File: config.mk
export PLATFORM = sky130hd
export DESIGN_NAME = regMicroOpUnit
export DESIGN_NICKNAME = d
export VERILOG_FILES = /design/src/rtl/regMicroOpPkg.sv /design/src/rtl/regMicroOpCtrl.sv /design/src/rtl/regMicroOpPath.sv /design/src/rtl/regMicroOpUnit.sv
export SDC_FILE = /design/constraint.sdc
export NUM_CORES = 1
export LEC_CHECK = 0
export ABC_AREA = 1
export BUFFER_PORTS_ARGS = -buffer_cell sky130_fd_sc_hd__clkbuf_2
export CAP_MARGIN = 30
export CORE_UTILIZATION = 50
export DETAILED_ROUTE_END_ITERATION = 8
export GPL_TIMING_DRIVEN = 1
export PLACE_DENSITY = 0.74
export SLEW_MARGIN = 10
export SYNTH_ARGS = -nofsm -noshare
export SYNTH_HDL_FRONTEND = slang
export SYNTH_SLANG_ARGS = --single-unit
export TNS_END_PERCENT = 100
File: constraint.sdc
create_clock -name clk -period 1.45 [get_ports clk]
set_input_delay 0.145 -clock clk [delete_from_list [all_inputs] [get_ports clk]]
set_output_delay 0.145 -clock clk [all_outputs]
set_load 0.005 [all_outputs]
File: src/rtl/regMicroOpPkg.sv
package regMicroOpPkg;

  typedef enum logic [2:0] {
    OP_HOLD = 3'b000,
    OP_XFER = 3'b001,
    OP_AND  = 3'b010,
    OP_OR   = 3'b011,
    OP_XOR  = 3'b100,
    OP_SHL  = 3'b101,
    OP_SHR  = 3'b110,
    OP_RSVD = 3'b111
  } opCode_e;

  typedef struct packed {
    logic loadA;
    logic loadB;
    logic maskAnd;
    logic maskOr;
    logic maskXor;
    logic shiftL;
    logic shiftR;
  } strobe_t;

endpackage

File: src/rtl/regMicroOpCtrl.sv
module regMicroOpCtrl
  import regMicroOpPkg::*;
(
  input  logic [2:0] opSel,
  input  logic       ldEnA,
  input  logic       ldEnB,
  output strobe_t    strobes
);

  opCode_e opCode;

  assign opCode = opCode_e'(opSel);

  always_comb begin
    strobes = '0;
    unique case (opCode)
      OP_XFER: begin
        // source A wins over source B
        strobes.loadA = ldEnA;
        strobes.loadB = ldEnB & ~ldEnA;
      end
      OP_AND:  strobes.maskAnd = 1'b1;
      OP_OR:   strobes.maskOr  = 1'b1;
      OP_XOR:  strobes.maskXor = 1'b1;
      OP_SHL:  strobes.shiftL  = 1'b1;
      OP_SHR:  strobes.shiftR  = 1'b1;
      OP_HOLD, OP_RSVD: strobes = '0;
      default: strobes = '0;
    endcase
  end

endmodule

File: src/rtl/regMicroOpPath.sv
module regMicroOpPath
  import regMicroOpPkg::*;
#(
  parameter int WIDTH = 16
) (
  input  logic             clk,
  input  logic             rst,
  input  strobe_t          strobes,
  input  logic [WIDTH-1:0] srcA,
  input  logic [WIDTH-1:0] srcB,
  input  logic [WIDTH-1:0] maskIn,
  input  logic             serIn,
  output logic             serOut,
  output logic [WIDTH-1:0] regQ
);

  localparam int MSB = WIDTH - 1;

  logic [WIDTH-1:0] logicRes;
  logic [WIDTH-1:0] regNext;
  logic             anyMask;

  // one independent cell per bit, no carry between positions
  for (genvar i = 0; i < WIDTH; i++) begin : gBitCell
    always_comb begin
      if (strobes.maskAnd)     logicRes[i] = regQ[i] & maskIn[i];
      else if (strobes.maskOr) logicRes[i] = regQ[i] | maskIn[i];
      else                     logicRes[i] = regQ[i] ^ maskIn[i];
    end
  end

  assign anyMask = strobes.maskAnd | strobes.maskOr | strobes.maskXor;

  always_comb begin
    regNext = regQ;
    if (strobes.loadA)       regNext = srcA;
    else if (strobes.loadB)  regNext = srcB;
    else if (anyMask)        regNext = logicRes;
    else if (strobes.shiftL) regNext = {regQ[MSB-1:0], serIn};
    else if (strobes.shiftR) regNext = {serIn, regQ[MSB:1]};
  end

  always_ff @(posedge clk) begin
    if (rst) regQ <= '0;
    else     regQ <= regNext;
  end

  always_comb begin
    if (strobes.shiftL)      serOut = regQ[MSB];
    else if (strobes.shiftR) serOut = regQ[0];
    else                     serOut = 1'b0;
  end

endmodule

File: src/rtl/regMicroOpUnit.sv
module regMicroOpUnit
  import regMicroOpPkg::*;
#(
  parameter int WIDTH = 16
) (
  input  logic             clk,
  input  logic             rst,
  input  logic [WIDTH-1:0] srcA,
  input  logic [WIDTH-1:0] srcB,
  input  logic [WIDTH-1:0] maskIn,
  input  logic [2:0]       opSel,
  input  logic             ldEnA,
  input  logic             ldEnB,
  input  logic             serIn,
  output logic             serOut,
  output logic [WIDTH-1:0] regOut
);

  strobe_t strobes;

  regMicroOpCtrl uCtrl (
    .opSel   (opSel),
    .ldEnA   (ldEnA),
    .ldEnB   (ldEnB),
    .strobes (strobes)
  );

  regMicroOpPath #(.WIDTH(WIDTH)) uPath (
    .clk     (clk),
    .rst     (rst),
    .strobes (strobes),
    .srcA    (srcA),
    .srcB    (srcB),
    .maskIn  (maskIn),
    .serIn   (serIn),
    .serOut  (serOut),
    .regQ    (regOut)
  );

endmodule

==> flow_metrics.env, run 1 <==
export IMPL_drive_gt1_share_pct=25.93
export IMPL_multi_input_area_um2=1795
export IMPL_gr_total_overflow=0
export IMPL_postCtsSetupBuffers=0
export IMPL_start_kind="flip-flop"
export IMPL_rr_worst_depth=12
export IMPL_ys_flop_type="dfxtp_1"
export IMPL_crit_fanout=5
export IMPL_synth_most_common_cell="nand2_1"
export IMPL_crit_required_ps=1570
export IMPL_yosys_register_bits=16
export IMPL_status="complete, no violations"
export IMPL_drv_slew=0
export IMPL_fin_skew_ps=5.387
export IMPL_holdPathEnd="uPath.regQ[10]"
export IMPL_maxSlewHeadroom_pct=69.23
export IMPL_cts_tree="done"
export IMPL_die_y_um=75.04
export IMPL_antenna_found_initial=0
export IMPL_holdCritStartpoint="srcA[10]"
export IMPL_nFillCells=488
export IMPL_hold_worst_slack_ps=264.6
export IMPL_worst_slew_pin_slew_ps=461.5
export IMPL_ant_nets=0
export IMPL_design_area_um2=3458
export IMPL_netlist_area_um2=2668
export IMPL_io_pins=73
export IMPL_drc=0
export IMPL_clock_path_buffers=2
export IMPL_place_inst=660
export IMPL_h_tree_depth=1
export IMPL_hpwl_mm=6.102
export IMPL_ys_top_cells_by_count="nand2_1 (213), inv_1 (108), ha_1 (32)"
export IMPL_clkSlewWorstSetupHoldPaths_ps=70
export IMPL_via_count=3279
export IMPL_synth_top_area_share_pct=29.97
export IMPL_fin_crit_sh_pct=94.96
export IMPL_hold_viol=0
export IMPL_finalWirelength_mm=7.727
export IMPL_core_um2=5107
export IMPL_reg2reg_to="uPath.regQ[2]"
export IMPL_cts_inserted_buffers=3
export IMPL_max_freq_mhz=726.2
export IMPL_p_leak_uw=0.002134
export IMPL_syn_nets=584
export IMPL_ys_seq_area_share_pct=12.01
export IMPL_largestRegisters="uPath.regQ: 16 flops"
export IMPL_die_w_um=75.04
export IMPL_grt_start_max_net_pins=29
export IMPL_clock_sinks=16
export IMPL_max_vdd_ir_drop_uv=538.9
export IMPL_track_usage_pct=28.28
export IMPL_grt_pass1_vias=2784
export IMPL_maxCapViolCount=0
export IMPL_critPathKind="reg2reg"
export IMPL_antenna_cells=0
export IMPL_setup_tns_ps=0
export IMPL_routabilityCongestion=0.9135
export IMPL_seqCellArea_um2=337.8
export IMPL_cp_end_kind="flip-flop"
export IMPL_cp_data_arrival_time_ps=1500
export IMPL_cts_root_buf="clkbuf_8"
export IMPL_vias_per_cell=4.938
export IMPL_async_flop_share_pct=0
export IMPL_ys_types=23
export IMPL_initial_core_util_pct=52.23
export IMPL_clkLatencyLatePin_ps=260
export IMPL_drtIter0Drc=226
export IMPL_regMostFlops="uPath.regQ"
export IMPL_reg2reg_from="uPath.regQ[2]"
export IMPL_synth_warnings=0
export IMPL_nets=683
export IMPL_synth_area_top_cells="nand2_1 (30%), inv_1 (15%), ha_1 (15%)"
export IMPL_grt_pass1_wl_mm=12.23
export IMPL_routedWlPerCell_um=11.64
export IMPL_drt_pre_antenna_iters=5
export IMPL_rrSetupSlack_ps=70
export IMPL_die_area_um2=5631
export IMPL_portBuffers=72
export IMPL_min_path_cells=5
export IMPL_synth_edff_count=0
export IMPL_pwr_density_cell_nw_per_um2=556.9
export IMPL_syn_avg_cell_area_um2=5.378
export IMPL_final_cells=664
export IMPL_largest_reg_flops=16
export IMPL_hold_path_class="in2reg"
export IMPL_syn_to_final_growth_pct=29.64
export IMPL_synth_cells=496
export IMPL_post_route_min_period_ps=1377
export IMPL_dpl_instance_area_um2=3373
export IMPL_setup_viol=0
export IMPL_rows=26
export IMPL_synth_top_area_cell="nand2_1"
==> kinds of logic (layout without fill, tap and decap cells) <==
| logic type | Yosys count | in the layout | share of synthesized area, % |
|---|---|---|---|
| adder cells (fa/ha/maj) | 32 | 32 | 15.01 |
| AND/OR/NAND/NOR | 260 | 260 | 41.04 |
| flip-flops | 16 | 16 | 12.01 |
| buffers and inverters | 138 | 236 | 21.15 |
| AO/OA/AOI/OAI | 50 | 50 | 10.79 |
==> power breakdown <==
part | internal [uW] | switching (uW) | total [uW]
clock | 241 | 174 | 415
sequential | 486 | 44.0 | 530
combinational | 422 | 558 | 980
total | 1150 | 777 | 1930
==> timing repair <==
action                                  in CTS  in global routing
endpoints found under the setup margin       0                 16
hold buffers                                 0                  0
gates resized for setup                      0                 16
endpoints found under the hold margin        0                  0
==> critical path, stage by stage (launching register included) <==
cell	delay, ps
dfxtp_2	340
buf_4	160
ha_1	180
inv_1	50
nand2_1	40
nand2_1	50
inv_1	30
nand2_1	80
nand2_1	70
nand2_1	70
nand2_1	50
nand2_1	50
a21oi_1	50
==> layout by cell type (no fill, tap or decap) <==
master | synthesis | routed
a21oi_2 | 10 | 9
o21ai_0 | 17 | 16
inv_1 | 108 | 108
nor3_1 | 1 | 1
dfxtp_2 | 0 | 8
clkbuf_2 | 0 | 72
nand4_1 | 16 | 16
o21ai_1 | 0 | 1
nand3_1 | 18 | 18
dfxtp_1 | 16 | 6
inv_2 | 2 | 2
nand2_2 | 0 | 2
buf_4 | 6 | 41
dfxtp_4 | 0 | 2
clkinv_1 | 4 | 4
inv_4 | 1 | 1
a21oi_4 | 0 | 1
nor2_4 | 1 | 1
nor2_1 | 4 | 4
clkbuf_8 | 0 | 4
nand3_4 | 2 | 2
a21oi_1 | 23 | 23
nand2_1 | 213 | 211
buf_12 | 0 | 4
ha_1 | 32 | 32
nand3_2 | 2 | 2
nor2_2 | 3 | 3
==> routing by layer <==
layer | GRT usage (%) | up-vias | routed length [um]
met3 | 2.410 | 9 | 691
met1 | 41.59 | 1449 | 3572
met5 | 0 | - | 0
met4 | 5.870 | 0 | 65
met2 | 44.74 | 142 | 3397
li1 | - | 1679 | -
==> worst max-delay path by stage <==
stage                               from             end  slack [ps]  depth (start not counted)
after floorplan                 opSel[1]   uPath.regQ[1]         110                         10
after global routing      uPath.regQ[15]  uPath.regQ[15]          -8                         10
after global placement          opSel[0]   uPath.regQ[2]        -120                         10
after CTS                  uPath.regQ[9]   uPath.regQ[9]          40                         10
final                      uPath.regQ[2]   uPath.regQ[2]          70                         12
after detailed placement        opSel[2]  uPath.regQ[15]        -160                          9
==> cell type report <==
cell class / count / area share [%]
multi-input cells: 342 / 51.92
inverters: 115 / 12.55
well taps: 70 / 2.533
clock buffers: 4 / 1.592
repair buffers: 117 / 21.64
flip-flops and latches: 16 / 9.768
==> through the flow <==
stage	setup slack (ps)	power [uW]	util [%]
2_1_floorplan	114.1	1104	-
3_3_place_gp	-124.7	1463	66.05
3_5_place_dp	-157.8	1492	66.05
4_1_cts	35.83	1906	67.12
5_1_grt	-7.968	2087	67.71
6_report	73.03	1926	67.71
Power figures use the tool's default switching activity.
==> inputs of run 2 (changes only) <==
--- a/config.mk
+++ b/config.mk
@@ -11,9 +11,10 @@
 export CORE_UTILIZATION = 50
 export DETAILED_ROUTE_END_ITERATION = 8
 export GPL_TIMING_DRIVEN = 1
-export PLACE_DENSITY = 0.74
+export PLACE_DENSITY = 0.76
 export SLEW_MARGIN = 10
 export SYNTH_ARGS = -nofsm -noshare
 export SYNTH_HDL_FRONTEND = slang
+export SYNTH_HIERARCHICAL = 1
 export SYNTH_SLANG_ARGS = --single-unit
 export TNS_END_PERCENT = 100
==> run 2 against run 1 <==
Against the previous run:
- power down 0.66%
- highest routed layer unchanged
- sequential share of layout area up 1.7 points
- via count decreased by 21%
- setup slack better by 7.7 ps
- area after synthesis down 19%
- combinational power fell by 0.9%
- flip-flop and latch count stayed put
==> flow_metrics.env, run 2 <==
export IMPL_status="complete, no violations"
export IMPL_rr_worst_depth=10
export IMPL_critPathMostFrequentCell="nand2_1"
export IMPL_maxCapViolCount=0
export IMPL_netlist_area_um2=2162
export IMPL_crit_required_ps=1590
export IMPL_track_usage_pct=29.29
export IMPL_cp_data_arrival_time_ps=1510
export IMPL_antenna_found_initial=0
export IMPL_max_freq_mhz=730.3
export IMPL_synth_edff_count=0
export IMPL_nets=548
export IMPL_synth_most_common_cell="nand2_1"
export IMPL_post_cts_resized=0
export IMPL_via_count=2589
export IMPL_drv_slew=0
export IMPL_cts_tree="done"
export IMPL_cts_root_buf="clkbuf_8"
export IMPL_slowest_delay_ps=340
export IMPL_synth_compound_area_share_pct=20.83
export IMPL_finalWirelength_mm=6.263
export IMPL_largest_reg_flops=16
export IMPL_total_power_uw=1913
export IMPL_grt_start_max_net_pins=26
export IMPL_rows=23
export IMPL_dpl_instance_area_um2=2753
export IMPL_yosys_register_bits=16
export IMPL_fin_ws_ps=80.71
export IMPL_regMostFlops="uPath/regQ"
export IMPL_design_area_um2=2826
export IMPL_path_buf_inv=2
export IMPL_core_um2=4086
export IMPL_routabilityCongestion=0.8679
export IMPL_cp_end_kind="flip-flop"
export IMPL_p_leak_uw=0.001579
export IMPL_rsz0062_at_grt="true"
export IMPL_start_kind="flip-flop"
export IMPL_async_flop_share_pct=0
export IMPL_initial_core_util_pct=52.91
export IMPL_clkLatencyLatePin_ps=250
export IMPL_fin_crit_sh_pct=94.43
export IMPL_dp_slack_ps=-218.8
export IMPL_synth_area_top_cells="ha_1 (19%), nand2_1 (16%), dfxtp_1 (15%)"
export IMPL_antenna_cells=0
export IMPL_synth_mux_area_share_pct=0
export IMPL_h_tree_depth=1
export IMPL_die_w_um=67.76
export IMPL_gr_total_overflow=0
export IMPL_synth_cells=368
export IMPL_clock_sinks=16
export IMPL_worst_slew_pin_slew_ps=499.0
export IMPL_setup_viol=0
export IMPL_synthAdderAreaFrac_pct=18.52
export IMPL_maxSlewHeadroom_pct=66.70
export IMPL_largestRegisters="uPath/regQ: 16 flops"
export IMPL_drc=0
export IMPL_yosys_area_share_simple_pct=31.13
export IMPL_post_route_min_period_ps=1369
export IMPL_slowest_stage="dfxtp_1"
export IMPL_ys_types=24
export IMPL_min_path_cells=5
export IMPL_drive_gt1_share_pct=28.10
export IMPL_worstPathCellList="inv_1 -> ha_1 -> inv_1 -> nand2_1 -> nand3_1 -> nand3_1 -> nand2_1 -> nand2_1 -> nand2_1 -> a21oi_1"
export IMPL_critPathKind="reg2reg"
export IMPL_synth_top_family_by_area="simple AND/OR/NAND/NOR gates"
export IMPL_postCtsHoldBufs=0
export IMPL_drt_pre_antenna_iters=5
export IMPL_cp_top_family="simple AND/OR/NAND/NOR gates"
export IMPL_pwr_density_cell_nw_per_um2=676.9
export IMPL_synth_top_area_cell="ha_1"
export IMPL_die_area_um2=4591
export IMPL_crit_fanout=2
export IMPL_io_pins=73
export IMPL_postCtsSetupBuffers=0
export IMPL_cp_depth=10
export IMPL_routedWlPerCell_um=12.30
export IMPL_die_y_um=67.76
export IMPL_cts_inserted_buffers=3
export IMPL_fin_skew_ps=0.4249
export IMPL_grt_pass1_wl_mm=10.12
export IMPL_final_cells=509
export IMPL_ys_flop_type="dfxtp_1"
export IMPL_hold_path_class="in2reg"
export IMPL_ys_top_cells_by_count="nand2_1 (90), inv_1 (51), nor2_1 (42)"
export IMPL_drtIter0Drc=172
export IMPL_syn_to_final_growth_pct=30.73
export IMPL_grt_pass1_vias=2172
export IMPL_ant_nets=0
export IMPL_place_inst=505
export IMPL_max_vdd_ir_drop_uv=329.8
export IMPL_syn_nets=456
export IMPL_clkSlewWorstSetupHoldPaths_ps=70
export IMPL_synth_top_area_share_pct=18.52
export IMPL_synth_warnings=6
export IMPL_vias_per_cell=5.086
export IMPL_clock_path_buffers=2
export IMPL_final_common_cell="nand2_1"
export IMPL_syn_avg_cell_area_um2=5.875
export IMPL_ys_seq_area_share_pct=14.81
export IMPL_final_cell_mix="nand2_1 (89), clkbuf_2 (72), inv_1 (50)"
export IMPL_portBuffers=72
export IMPL_hold_viol=0
export IMPL_synth_xor_area_share_pct=0
export IMPL_hpwl_mm=4.962
[run 2: power breakdown]
part           total (uW)  leakage (uW)  switching [uW]  internal (uW)
clock                 404     0.0000288             163            241
sequential            539      0.000133            35.7            503
combinational         971       0.00142             548            423
total                1910       0.00158             747           1170
[run 2: per-layer routing]
layer / global-route usage (%) / wire length (um)
met1: 43.82 / 3048
met2: 43.94 / 2677
met3: 2.027 / 454
met4: 8.511 / 83
met5: 0 / 0
[run 2: worst paths after layout]
path / startpoint / endpoint / slack [ps]
setup / recovery: uPath/regQ[7] / uPath/regQ[7] / 80
hold / removal: srcB[6] / uPath/regQ[6] / 260
setup reg to reg: uPath/regQ[7] / uPath/regQ[7] / 80
hold reg to reg: uPath/regQ[15] / uPath/regQ[15] / 550
[run 2: logic make-up after synthesis]
kind of cell    count (synthesis)
flops                          16
simple gates                  163
compound gates                 84
fa+ha+maj                      32
buf+inv                        73
[run 2: worst min-delay path: cells and delay by family]
family                 cells  cell delay [ps]
AND/OR/NAND/NOR            1               40
AO/OA/AOI/OAI              2              160
buffers and inverters      2              130
[run 2: cell type report]
type	instances	area [um^2]
Inverter	54	220.2
Timing Repair Buffer	106	619.3
Sequential cell	16	322.8
Fill cell	369	1260
Clock buffer	4	55.05
Tap cell	50	62.56
Multi-Input combinational cell	279	1546
[run 2: metrics by stage]
step,TNS [ps],utilization (%),hold slack (ps)
2_1_floorplan,0,-,358.8
3_3_place_gp,-1715,67.36,489.6
3_5_place_dp,-2790,67.36,515.4
4_1_cts,0,68.71,255.2
5_1_grt,-10.66,69.17,292.4
6_report,0,69.17,264.2
==> inputs of run 3 (changes only) <==
--- a/config.mk
+++ b/config.mk
@@ -10,7 +10,7 @@
 export CAP_MARGIN = 30
 export CORE_UTILIZATION = 50
 export DETAILED_ROUTE_END_ITERATION = 8
-export GPL_TIMING_DRIVEN = 1
+export GPL_TIMING_DRIVEN = 0
 export PLACE_DENSITY = 0.76
 export SLEW_MARGIN = 10
 export SYNTH_ARGS = -nofsm -noshare
==> run 3 against run 2 <==
Against the previous run:
- the run now ends with setup timing left
- setup slack worse by 130 ps
- final area grew 4.9%
- clock skew barely moved
- worst hold slack worse by 22 ps
- first-iteration DRC count is 18% lower
- highest routed layer unchanged
==> flow_metrics.env, run 3 (synthesis results as in run 2) <==
export IMPL_routedWlPerCell_um=13.03
export IMPL_regMostFlops="uPath/regQ"
export IMPL_die_y_um=67.76
export IMPL_cts_tree="done"
export IMPL_post_route_min_period_ps=1498
export IMPL_utilization_pct=72.57
export IMPL_antenna_found_initial=0
export IMPL_cp_end_kind="flip-flop"
export IMPL_critPathKind="in2reg"
export IMPL_final_cells=509
export IMPL_clkSlewWorstSetupHoldPaths_ps=60
export IMPL_pwr_density_cell_nw_per_um2=657.7
export IMPL_nets=548
export IMPL_fin_skew_ps=0.2481
export IMPL_design_area_um2=2965
export IMPL_drtIter0Drc=141
export IMPL_die_w_um=67.76
export IMPL_setup_viol=2
export IMPL_fin_crit_sh_pct=103.3
export IMPL_drive_gt1_share_pct=33.12
export IMPL_min_path_cells=4
export IMPL_status="finished with violations"
export IMPL_crit_start="opSel[1]"
export IMPL_max_freq_mhz=667.4
export IMPL_crit_fanout=8
export IMPL_drt_pre_antenna_iters=5
export IMPL_hpwl_mm=4.840
export IMPL_io_pins=73
export IMPL_crit_required_ps=1580
export IMPL_holdCritStartpoint="srcA[7]"
export IMPL_slowest_delay_ps=270
export IMPL_drc=0
export IMPL_critPathMostFrequentCell="buf_6"
export IMPL_max_vdd_ir_drop_uv=618.8
export IMPL_routabilityCongestion=0.8793
export IMPL_largest_reg_flops=16
export IMPL_finalWirelength_mm=6.633
export IMPL_syn_to_final_growth_pct=37.15
export IMPL_violations="setup timing"
export IMPL_reg2reg_from="uPath/regQ[6]"
export IMPL_p_leak_uw=0.001590
export IMPL_grt_pass1_vias=2154
export IMPL_gr_total_overflow=0
export IMPL_die_area_um2=4591
export IMPL_grt_pass1_wl_mm=9.942
export IMPL_antenna_cells=0
export IMPL_cp_data_arrival_time_ps=1630
export IMPL_track_usage_pct=28.60
export IMPL_dpl_instance_area_um2=2608
export IMPL_portBuffers=72
export IMPL_vias_per_cell=5.094
export IMPL_worstPathCellList="buf_6 -> inv_12 -> nand3_4 -> nor2_2 -> or2_1 -> buf_6 -> nor3_4 -> inv_4 -> buf_8 -> o21ai_1 -> a21oi_2"
export IMPL_maxCapViolCount=0
export IMPL_hold_path_class="in2reg"
export IMPL_setup_tns_ps=-56.38
export IMPL_postCtsHoldBufs=0
export IMPL_hold_viol=0
export IMPL_via_count=2593
export IMPL_final_common_cell="nand2_1"
export IMPL_grt_start_max_net_pins=11
export IMPL_place_inst=490
export IMPL_clock_sinks=16
export IMPL_clock_path_buffers=2
export IMPL_slowest_stage="nor3_4"
export IMPL_maxSlewHeadroom_pct=65.28
export IMPL_cts_root_buf="clkbuf_8"
export IMPL_rows=23
export IMPL_largestRegisters="uPath/regQ: 16 flops"
export IMPL_fin_ws_ps=-48.32
export IMPL_core_um2=4086
export IMPL_drv_slew=0
export IMPL_worst_slew_pin_slew_ps=520.8
export IMPL_rr_worst_depth=8
export IMPL_start_kind="primary input"
export IMPL_cts_inserted_buffers=3
export IMPL_final_cell_mix="nand2_1 (89), clkbuf_2 (70), inv_1 (46)"
export IMPL_rsz0062_at_grt="true"
export IMPL_ant_nets=0
export IMPL_initial_core_util_pct=52.91
export IMPL_h_tree_depth=1
export IMPL_clkLatencyLatePin_ps=240
-- run 3: cell types whose count changed in the layout (fill, tap and decap cells not counted), sizes merged --
cell	previous run	this run
buf	34	31
inv	54	52
clkinvlp	0	2
clkbuf	76	79
-- run 3: area by class of cell --
| class | count | area, um^2 |
|---|---|---|
| fill | 349 | 1121 |
| multi-input combinational | 279 | 1603 |
| sequential | 16 | 355.3 |
| tap | 50 | 62.56 |
| timing repair buffer | 87 | 501.7 |
| inverter | 54 | 227.7 |
| clock buffer | 4 | 55.05 |
| buffer | 19 | 160.2 |
-- run 3: routing by layer --
layer / vias up / share of wire (%) / GRT usage [%]
met3: 2 / 7.6 / 1.014
met2: 119 / 46 / 45.05
met1: 1110 / 46 / 42.26
met5: - / 0 / 0
met4: 0 / 0.36 / 6.383
li1: 1362 / - / -
-- run 3: timing repair --
| item | 4_1_cts | 5_1_grt |
|---|---|---|
| gates resized for setup | 14 | 63 |
| pin swaps | 1 | 6 |
| gates cloned | 0 | 1 |
| setup endpoints to repair | 17 | 16 |
| buffers inserted | 2 | 12 |
-- run 3: through the flow --
stage	total power (uW)	setup WS (ps)	hold WS [ps]
2_1_floorplan	1112	0.008216	358.8
4_1_cts	1826	8.566	231.9
6_report	1950	-48.32	242.6
5_1_grt	2122	-83.03	270.6
3_3_place_gp	1395	-593.8	488.0
3_5_place_dp	1418	-602.0	492.3
-- run 3: where the power goes --
group,leakage (uW),internal (uW),switching [uW]
Combinational,0.00142,426,526
Sequential,0.000139,516,102
Clock,0.0000288,240,141
-- run 3: final timing paths --
kind                     to  slack (ps)
max          uPath/regQ[12]         -50
min           uPath/regQ[7]         240
max reg2reg   uPath/regQ[6]          40
min reg2reg  uPath/regQ[11]         550
-- run 3: critical path: cells and delay by family --
family,cells,cell delay (ps)
simple gates,4,670
buf+inv,5,560
compound gates,2,250
